`src/rtl/sprsel_pkg.sv`:
```
package sprsel_pkg;
  localparam int YW = 8;
  typedef enum logic {HT_SHORT = 1'b0, HT_TALL = 1'b1} hmode_e;
endpackage

```
`src/rtl/sprsel_ymem.sv`:
```
// Y position table: one write port and a registered read port, so it maps to block RAM.
module sprsel_ymem #(
  parameter int DEPTH = 64,
  parameter int AW    = 6,
  parameter int DW    = 8
) (
  input  logic          clk,
  input  logic          we,
  input  logic [AW-1:0] waddr,
  input  logic [DW-1:0] wdata,
  input  logic [AW-1:0] raddr,
  output logic [DW-1:0] rdata
);
  logic [DW-1:0] mem [DEPTH];

  always_ff @(posedge clk) begin
    if (we) mem[waddr] <= wdata;
    rdata <= mem[raddr];
  end
endmodule

```
`src/rtl/sprsel_cover.sv`:
```
// Decides, for one table entry, whether it covers the line and whether it is the end marker.
module sprsel_cover #(
  parameter int DW     = 8,
  parameter int H_LO   = 8,
  parameter int H_HI   = 16,
  parameter int TERM_Y = 208
) (
  input  logic [DW-1:0] line_no,
  input  logic [DW-1:0] ypos,
  input  logic          tall,
  output logic          hit,
  output logic          term
);
  localparam logic [DW-1:0] HLO_V  = DW'(H_LO);
  localparam logic [DW-1:0] HHI_V  = DW'(H_HI);
  localparam logic [DW-1:0] TERM_V = DW'(TERM_Y);

  logic [DW-1:0] diff;
  logic [DW-1:0] height;

  always_comb begin
    diff   = line_no - ypos;
    height = tall ? HHI_V : HLO_V;
    hit    = diff < height;
    term   = ypos == TERM_V;
  end
endmodule

```
`src/rtl/sprsel_seq.sv`:
```
// Scan sequencer: accepts start, steps through every entry once, and tags the read data.
module sprsel_seq
  import sprsel_pkg::*;
#(
  parameter int NSPR = 64,
  parameter int IW   = 6,
  parameter int DW   = 8
) (
  input  logic          clk,
  input  logic          rst,
  input  logic          start,
  input  logic [DW-1:0] line_in,
  input  logic          tall_in,
  output logic [IW-1:0] rd_addr,
  output logic          v_valid,
  output logic [IW-1:0] v_idx,
  output logic          v_last,
  output logic          clear,
  output logic [DW-1:0] line_q,
  output hmode_e        tall_q
);
  localparam logic [IW-1:0] LAST = IW'(NSPR - 1);

  logic          busy;
  logic [IW-1:0] scan;

  assign clear   = start && !busy && !v_valid;
  assign rd_addr = scan;

  always_ff @(posedge clk) begin
    if (rst) begin
      busy    <= 1'b0;
      scan    <= '0;
      v_valid <= 1'b0;
      v_idx   <= '0;
      v_last  <= 1'b0;
      line_q  <= '0;
      tall_q  <= HT_SHORT;
    end else begin
      v_valid <= busy;
      v_idx   <= scan;
      v_last  <= busy && (scan == LAST);
      if (clear) begin
        busy   <= 1'b1;
        scan   <= '0;
        line_q <= line_in;
        tall_q <= hmode_e'(tall_in);
      end else if (busy) begin
        scan <= scan + 1'b1;
        if (scan == LAST) busy <= 1'b0;
      end
    end
  end

  // the captured line stays fixed for the whole scan
  p_line_hold_r8: assert property (@(posedge clk) disable iff (rst)
    busy |=> $stable(line_q));
  // a scan that has not reached the last entry keeps running
  p_scan_run_r6: assert property (@(posedge clk) disable iff (rst)
    (busy && scan != LAST) |=> busy);
endmodule

```
`src/rtl/sprsel_collect.sv`:
```
// Result collector: fills the slots in order, applies the cap, end marker and overflow.
module sprsel_collect #(
  parameter int MAXN = 8,
  parameter int IW   = 6,
  parameter int CW   = 4
) (
  input  logic               clk,
  input  logic               rst,
  input  logic               clear,
  input  logic               v_valid,
  input  logic               v_last,
  input  logic [IW-1:0]      v_idx,
  input  logic               hit,
  input  logic               term,
  input  logic               clr_ovf,
  output logic               done,
  output logic [CW-1:0]      count,
  output logic [MAXN*IW-1:0] list,
  output logic               ovf
);
  localparam logic [CW-1:0] FULL = CW'(MAXN);

  logic          stopped;
  logic          live, push, spill;
  logic [IW-1:0] last_idx;

  assign live  = v_valid && !stopped && !term;
  assign push  = live && hit && (count != FULL);
  assign spill = live && hit && (count == FULL);

  always_ff @(posedge clk) begin
    if (rst) begin
      done     <= 1'b0;
      count    <= '0;
      stopped  <= 1'b0;
      ovf      <= 1'b0;
      last_idx <= '0;
    end else begin
      done <= v_valid && v_last;
      if (clear) begin
        count   <= '0;
        stopped <= 1'b0;
      end else begin
        if (v_valid && !stopped && term) stopped <= 1'b1;
        if (push) begin
          count    <= count + 1'b1;
          last_idx <= v_idx;
        end
      end
      if (spill)        ovf <= 1'b1;
      else if (clr_ovf) ovf <= 1'b0;
    end
  end

  for (genvar k = 0; k < MAXN; k++) begin : g_slot
    logic [IW-1:0] slot;
    always_ff @(posedge clk) begin
      if (rst || clear)                    slot <= '0;
      else if (push && count == CW'(k))    slot <= v_idx;
    end
    assign list[k*IW +: IW] = slot;
  end

  // never more than the cap
  p_cap_r3: assert property (@(posedge clk) disable iff (rst)
    count <= FULL);
  // each new index is above the previous one
  p_order_r4: assert property (@(posedge clk) disable iff (rst)
    (push && count != '0) |-> (v_idx > last_idx));
  // overflow is sticky until cleared
  p_ovf_hold_r5: assert property (@(posedge clk) disable iff (rst)
    (ovf && !clr_ovf) |=> ovf);
  // done lasts a single cycle
  p_done_pulse_r6: assert property (@(posedge clk) disable iff (rst)
    done |=> !done);
  // nothing is added once the end marker has been seen
  p_after_term_r7: assert property (@(posedge clk) disable iff (rst)
    (stopped && !clear) |=> $stable(count));
endmodule

```
`src/rtl/sprite_line_select.sv`:
```
module sprite_line_select
  import sprsel_pkg::*;
#(
  parameter int NSPR   = 64,
  parameter int MAXN   = 8,
  parameter int H_LO   = 8,
  parameter int H_HI   = 16,
  parameter int TERM_Y = 208,
  localparam int IW    = $clog2(NSPR),
  localparam int CW    = $clog2(MAXN + 1)
) (
  input  logic               clk,
  input  logic               rst,
  input  logic               y_we,
  input  logic [IW-1:0]      y_waddr,
  input  logic [YW-1:0]      y_wdata,
  input  logic               start,
  input  logic [YW-1:0]      line_no,
  input  logic               tall_mode,
  input  logic               clr_ovf,
  output logic               done,
  output logic [CW-1:0]      sel_count,
  output logic [MAXN*IW-1:0] sel_list,
  output logic               ovf
);
  logic [IW-1:0] rd_addr, v_idx;
  logic          v_valid, v_last, clear;
  logic [YW-1:0] line_q, ydata;
  hmode_e        tall_q;
  logic          hit, term;

  sprsel_seq #(.NSPR(NSPR), .IW(IW), .DW(YW)) u_seq (
    .clk(clk), .rst(rst), .start(start), .line_in(line_no), .tall_in(tall_mode),
    .rd_addr(rd_addr), .v_valid(v_valid), .v_idx(v_idx), .v_last(v_last),
    .clear(clear), .line_q(line_q), .tall_q(tall_q)
  );

  sprsel_ymem #(.DEPTH(NSPR), .AW(IW), .DW(YW)) u_mem (
    .clk(clk), .we(y_we), .waddr(y_waddr), .wdata(y_wdata),
    .raddr(rd_addr), .rdata(ydata)
  );

  sprsel_cover #(.DW(YW), .H_LO(H_LO), .H_HI(H_HI), .TERM_Y(TERM_Y)) u_cov (
    .line_no(line_q), .ypos(ydata), .tall(tall_q == HT_TALL),
    .hit(hit), .term(term)
  );

  sprsel_collect #(.MAXN(MAXN), .IW(IW), .CW(CW)) u_col (
    .clk(clk), .rst(rst), .clear(clear), .v_valid(v_valid), .v_last(v_last),
    .v_idx(v_idx), .hit(hit), .term(term), .clr_ovf(clr_ovf),
    .done(done), .count(sel_count), .list(sel_list), .ovf(ovf)
  );
endmodule

```
`config.mk`:
```
export PLATFORM = sky130hd
export DESIGN_NAME = sprite_line_select
export DESIGN_NICKNAME = d
export VERILOG_FILES = /design/src/rtl/sprsel_pkg.sv /design/src/rtl/sprsel_ymem.sv /design/src/rtl/sprsel_cover.sv /design/src/rtl/sprsel_seq.sv /design/src/rtl/sprsel_collect.sv /design/src/rtl/sprite_line_select.sv
export SDC_FILE = /design/constraint.sdc
export NUM_CORES = 1
export LEC_CHECK = 0
export BUFFER_PORTS_ARGS = -buffer_cell sky130_fd_sc_hd__clkbuf_2
export CORE_MARGIN = 2
export CORE_UTILIZATION = 35
export DETAILED_ROUTE_END_ITERATION = 6
export SLEW_MARGIN = 20
export SYNTH_ARGS = -nofsm -noshare
export SYNTH_HDL_FRONTEND = slang
export SYNTH_SLANG_ARGS = --single-unit
```
`constraint.sdc`:
```
create_clock -name clk -period 5.6 [get_ports clk]
set_input_delay 0.56 -clock clk [delete_from_list [all_inputs] [get_ports clk]]
set_output_delay 0.56 -clock clk [all_outputs]
set_load 0.02 [all_outputs]
```
==> flow_summary.yaml, run 1 <==
run_status:
  status: "complete, no violations"
worst_setup_path:
  critical_path_class: "register to register"
  cp_slowest_cell: "a2111oi_2"
  regToRegStartpoint: "u_mem.rdata[3]$_DFF_P_"
  slowest_delay_ps: 430
  critPathLaunch: "u_mem.rdata[3]$_DFF_P_"
  crit_chain: "inv_1 -> ha_1 -> a2111oi_2 -> nor2_1 -> xor2_1 -> ha_1 -> nor2_1 -> o211ai_1 -> a2111oi_4 -> buf_4 -> nand4_1 -> mux2i_1"
  timing.reg2reg.setup_slack_ps: 2390
  cp.required_ps: 6110
  crit_path_end_kind: "register"
  crit_fanout: 12
  cp.arrival_ps: 3710
  ff2ff_path_depth: 12
  r2r-end: "u_col.g_slot[2].slot[5]$_SDFFE_PP0P_"
  cp-start-kind: "register"
  cp_num_buf_inv: 2
  cpLargestDelayFamily: "compound AO/OA/AOI/OAI gates"
cells_and_area:
  drive_above_1_share_pct: 27.2
  final_common_cell: "edfxtp_1"
  regArea_mm2: 0.0171
  area_delta_synth_final_pct: 14.7
  multi_input_area_mm2: 0.00590
  fill_cells: 5786
  antenna_cells: 0
  final_cell_mix: "edfxtp_1, mux4_2, nand2_1, nor2_1, dfxtp_1"
  nets: 1341
routing:
  dr.pass1.iters: 5
  wl_per_cell_um: 23.4
  wl_um: 51800
  ant_nets: 0
  drt_iter0_markers: 890
  drc: 0
  viasPerCell: 5.21
  vias: 11524
min_path:
  hold_start: "line_no[4]"
  min_path_cells: 2
  hp-class: "input port to register"
  hold-path-endpoint: "u_seq.line_q[4]$_SDFFE_PP0P_"
synthesis:
  syn_inst: 1197
  ys_seq_area_share_pct: 73.2
  syn_area_mm2: 0.0234
  post_synth.cell_area_avg_um2: 19.5
  synth_edf_count: 512
  synth-main-ff-cell: "edfxtp_1"
  syn_nets: 1237
  ys_types: 45
  ys_warn_count: 0
  async_flop_share_pct: 0
  synth-seq-cells: 599
grt:
  grt_antenna_before_repair: 0
  grt_max_degree: 70
  grt_overflow: 0
  grt_usage_pct: 15.2
  grt_pass1_vias: 11675
  grt_pass1_wl_um: 78100
sta:
  fmax_mhz: 312
  grt_setup_unrepaired: "false"
  finalHoldViolCount: 0
  fin_crit_sh_pct: 57.3
  setup_ws_ps: 2390
  slew_violations: 0
  fin_setup_tns_ps: 0
  relSlewSlack_pct: 28.3
  fin_worst_skew_ps: 23.2
  final.min_clock_period_ps: 3210
  setup_viol: 0
  worst_pin_slew_ps: 1070
cts:
  cts_hold_buffers: 0
  cts_setup_buffers: 0
  clk_pin_slew_worst_paths_ps: 60
  clockRootBuffer: "clkbuf_16"
  clock_path_buffers: 3
  h-tree-depth: 3
  cts_tree: "yes"
  clkLatencyLatePin_ps: 600
  cts.repair.resized: 0
  cts_inserted_buffers: 66
  cts.sinks: 599
power:
  internal-power_mw: 7.55
  power.density_mw_per_mm2: 359
  leakagePower_nw: 8.69
  clkPwrFrac_pct: 43.6
  comb_power_share_pct: 5.4
  seq_power_share_pct: 51.0
  p_sw_share_pct: 21.6
  finalPower_mw: 9.64
  power_switching_mw: 2.08
  peakVddDrop_mv: 0.343
floorplan:
  die_area_mm2: 0.0689
  die_h_um: 262
  io_pins: 82
  rows: 94
  die_x_um: 262
  design.core.area_mm2: 0.0660
  initial_utilization_pct: 35.4
job:
  cap_violations: 0
placement:
  dp_hpwl_um: 31700
  portBuffers: 81
  dp_slack_ps: 2390
  place_congestion: 0.757
[registers in the layout (all words and copies together) (netlist names)]
name	flops
u_seq.busy	1
u_col.done	1
u_seq.line_q	8
u_col.count	4
u_col.g_slot.slot	48
u_col.ovf	1
u_col.stopped	1
u_mem.rdata	8
u_mem.mem	512
u_seq.rd_addr	6
u_seq.v_idx	6
u_seq.tall_q	1
u_seq.v_valid	1
u_seq.v_last	1
[routing by layer]
metal | vias up | part of all wire [%] | global-route usage (%)
met3 | 71 | 6.1 | 3.44
met1 | 6070 | 44 | 21.2
met4 | 0 | 1.8 | 3.62
met2 | 365 | 48 | 24.2
met5 | - | 0 | 0
li1 | 5018 | - | -
[kinds of logic (layout without fill, tap and decap cells)]
group | count (synthesis) | count (layout) | synth area share (%)
AOI/OAI and AO/OA | 45 | 45 | 1.53
xor gates and xnor gates | 7 | 7 | 0.262
adders and majority gates | 12 | 12 | 0.642
buffers and inverters | 76 | 227 | 1.63
DFF | 599 | 599 | 73.2
muxes | 217 | 217 | 17.8
and+or+nand+nor | 241 | 241 | 4.98
[Yosys cell counts, types with 2 or more instances]
cell	number	area (um2)
a2111oi_2	2	30.0
a21o_1	2	15.0
a21oi_1	3	15.0
a22o_1	8	70.1
a22oi_1	14	105
and2_1	4	25.0
buf_1	9	33.8
buf_2	11	55.1
buf_4	4	30.0
buf_6	9	101
clkbuf_1	32	120
dfxtp_1	87	1740
edfxtp_1	512	15400
ha_1	12	150
inv_1	11	41.3
mux2_2	2	22.5
mux2i_1	57	571
mux4_2	158	3560
nand2_1	88	330
nand2b_1	8	50.1
nand3_1	6	30.0
nand3b_1	3	22.5
nand4_1	11	68.8
nand4_4	6	128
nor2_1	85	319
nor2b_1	15	93.8
nor3_1	5	25.0
nor3b_1	3	22.5
o2111ai_1	2	17.5
o211ai_1	2	15.0
o21a_1	3	22.5
o21ai_0	2	10.0
o311a_1	2	20.0
or3_1	3	18.8
xnor2_1	3	26.3
xor2_1	4	35.0
[per-stage QoR]
step	instance area [um2]	hold slack (ps)	std cells	utilization, %
6_report	26800	192	2212	40.7
3_5_place_dp	24700	455	2097	37.5
4_1_cts	26800	158	2212	40.7
3_3_place_gp	24700	446	2097	37.5
5_1_grt	26800	164	2212	40.7
2_1_floorplan	23400	440	1197	-
[worst max-delay path by stage]
| stage | cells after the start | end | slack, ps |
|---|---|---|---|
| 6_report | 12 | u_col.g_slot[2].slot[5]$_SDFFE_PP0P_ | 2390 |
| 5_1_grt | 12 | u_col.g_slot[2].slot[0]$_SDFFE_PP0P_ | 2120 |
| 3_3_place_gp | 5 | u_mem.rdata[0]$_DFF_P_ | 2390 |
| 3_5_place_dp | 5 | u_mem.rdata[0]$_DFF_P_ | 2390 |
| 4_1_cts | 5 | u_mem.rdata[0]$_DFF_P_ | 2390 |
| 2_1_floorplan | 12 | u_col.count[0]$_SDFFE_PP0P_ | 2930 |
[cell type report]
class / instances / area share [%]
clock buffer: 86 / 6.67
clock inverter: 29 / 1.13
sequential: 599 / 63.8
multi-input combinational: 522 / 22.0
tap: 864 / 4.03
timing repair buffer: 101 / 2.16
inverter: 11 / 0.154
[power groups by stage]
stage               logic [mW]  registers [mW]  clock network, mW
floorplan                0.378            4.98                  0
global placement         0.519            5.01                  0
detailed placement       0.526            5.01                  0
CTS                      0.527            4.92               4.30
global route             0.556            4.92               4.46
finish                   0.516            4.92               4.20
[worst reg2reg max path: stages (launching register included)]
cell and delay, ps:
dfxtp_1 350, inv_1 70, ha_1 240, a2111oi_2 430
nor2_1 140, xor2_1 170, ha_1 180, nor2_1 90
o211ai_1 130, a2111oi_4 320, buf_4 310, nand4_1 400
mux2i_1 300
No activity file was read; power rests on OpenSTA's default activity.
==> run 2, diff against run 1 <==
==> constraint.sdc (replaced) <==
create_clock -name clk -period 3.3 [get_ports clk]
set_input_delay 0.33 -clock clk [delete_from_list [all_inputs] [get_ports clk]]
set_output_delay 0.33 -clock clk [all_outputs]
set_load 0.02 [all_outputs]
==> run 2 against run 1 <==
Compared with the run above:
- global-route usage up 0.25 points
- setup slack worse by 2200 ps
- first-iteration DRC count up 3.6%
- clock-buffer cell count down 10
- wire length is 2.6% higher
- clock skew shrank 8.6 ps
==> flow_summary.yaml, run 2 (same netlist as run 1, synthesis figures left out) <==
grt:
  grt_max_degree: 65
  grt_overflow: 0
  grt_antenna_before_repair: 1
  grt_pass1_wl_um: 79200
  grt_pass1_vias: 12185
  grt_usage_pct: 15.4
power:
  peakVddDrop_mv: 0.541
  power.density_mw_per_mm2: 584
  leakagePower_nw: 9.01
cts:
  clock_path_buffers: 3
  clk_pin_slew_worst_paths_ps: 60
  cts_tree: "yes"
  h-tree-depth: 2
  clkLatencyLatePin_ps: 620
  cts_setup_buffers: 0
  cts.sinks: 599
  clockRootBuffer: "clkbuf_16"
  cts_hold_buffers: 10
  cts.repair.resized: 0
  cts_inserted_buffers: 60
cells_and_area:
  area_delta_synth_final_pct: 16.9
  top_regs: "u_mem.mem: 512 flops, u_col.g_slot.slot: 48 flops"
  regArea_mm2: 0.0171
  final_common_cell: "edfxtp_1"
  drive_above_1_share_pct: 29.8
  fill_cells: 5809
  antenna_cells: 0
  largest_register_ff_count: 512
  final_cell_mix: "edfxtp_1, mux4_2, nand2_1, nor2_1, dfxtp_1"
  multi_input_area_mm2: 0.00590
  fin_util_pct: 41.4
  nets: 1410
  top_register: "u_mem.mem"
worst_setup_path:
  crit_fanout: 12
  critPathLaunch: "u_mem.rdata[1]$_DFF_P_"
  cp.arrival_ps: 3600
  crit_path_end_kind: "register"
  cp-start-kind: "register"
  critical_path_class: "register to register"
  regToRegStartpoint: "u_mem.rdata[1]$_DFF_P_"
  cp.required_ps: 3840
placement:
  place_congestion: 0.814
  portBuffers: 81
  dp_hpwl_um: 33700
sta:
  setup_viol: 0
  relSlewSlack_pct: 29.5
  fmax_mhz: 326
  fin_setup_tns_ps: 0
  worst_pin_slew_ps: 1060
  fin_crit_sh_pct: 92.9
  fin_worst_skew_ps: 14.7
  finalHoldViolCount: 0
  final.min_clock_period_ps: 3060
  grt_setup_unrepaired: "false"
  slew_violations: 0
run_status:
  status: "complete, no violations"
job:
  cap_violations: 0
routing:
  drt_iter0_markers: 922
  wl_um: 53200
  drc: 0
  wl_met2_um: 25900
  vias: 11739
  highest_layer: "met5"
  wl_per_cell_um: 23.3
  met1_length_um: 23100
  met3WireLength_um: 3140
  viasPerCell: 5.14
  ant_nets: 0
  dr.pass1.iters: 5
min_path:
  hold_start: "rst"
  hp-class: "input port to register"
floorplan:
  die_x_um: 262
  design.core.area_mm2: 0.0660
  io_pins: 82
  rows: 94
  die_h_um: 262
  die_area_mm2: 0.0689
  initial_utilization_pct: 35.4
run 2: worst paths after layout:
check / end / slack [ps] / cells past startpoint
max: u_col.g_slot[1].slot[1]$_SDFFE_PP0P_ / 240 / 12
min: u_seq.v_idx[5]$_SDFF_PP0_ / 110 / 2
max reg2reg: u_col.g_slot[1].slot[1]$_SDFFE_PP0P_ / 240 / 12
min reg2reg: u_col.g_slot[1].slot[4]$_SDFFE_PP0P_ / 460 / 2
run 2: layout make-up:
| class | count | share of cell area, % |
|---|---|---|
| Multi-Input combinational cell | 522 | 21.6 |
| Timing Repair Buffer | 176 | 4.59 |
| Sequential cell | 599 | 62.6 |
| Clock buffer | 76 | 5.87 |
| Inverter | 11 | 0.151 |
| Clock inverter | 34 | 1.19 |
| Tap cell | 864 | 3.95 |
run 2: layer usage:
layer	vias up	track usage, %
li1	5146	-
met5	-	0
met2	347	25.6
met4	2	4.12
met3	75	3.08
met1	6169	20.7
run 2: where the power goes:
group	total (mW)	switching (mW)	internal, mW
Combinational	0.970	0.548	0.422
Sequential	8.32	0.0449	8.27
Clock	6.68	2.86	3.83
Total	16.0	3.45	12.5
run 2: through the flow:
stage	instance area [um2]	total power, mW	hold WS, ps	instances	setup slack, ps
finish	27300	16.0	110	2282	236
global route	27300	16.5	120	2282	28.8
CTS	27300	16.1	79.0	2282	232
detailed placement	25300	9.46	449	2162	250
global placement	25300	9.44	448	2162	312
floorplan	23400	9.09	429	1197	631
run 2: worst max-delay path, stage by stage, from the launching register on:
cell and delay (ps):
dfxtp_1 310, inv_1 50, ha_1 310, a2111oi_2 360
nor2_1 130, xor2_1 160, ha_1 190, nor2_1 100
o211ai_1 150, a2111oi_4 350, buf_12 200, and4b_1 430
mux2i_1 230
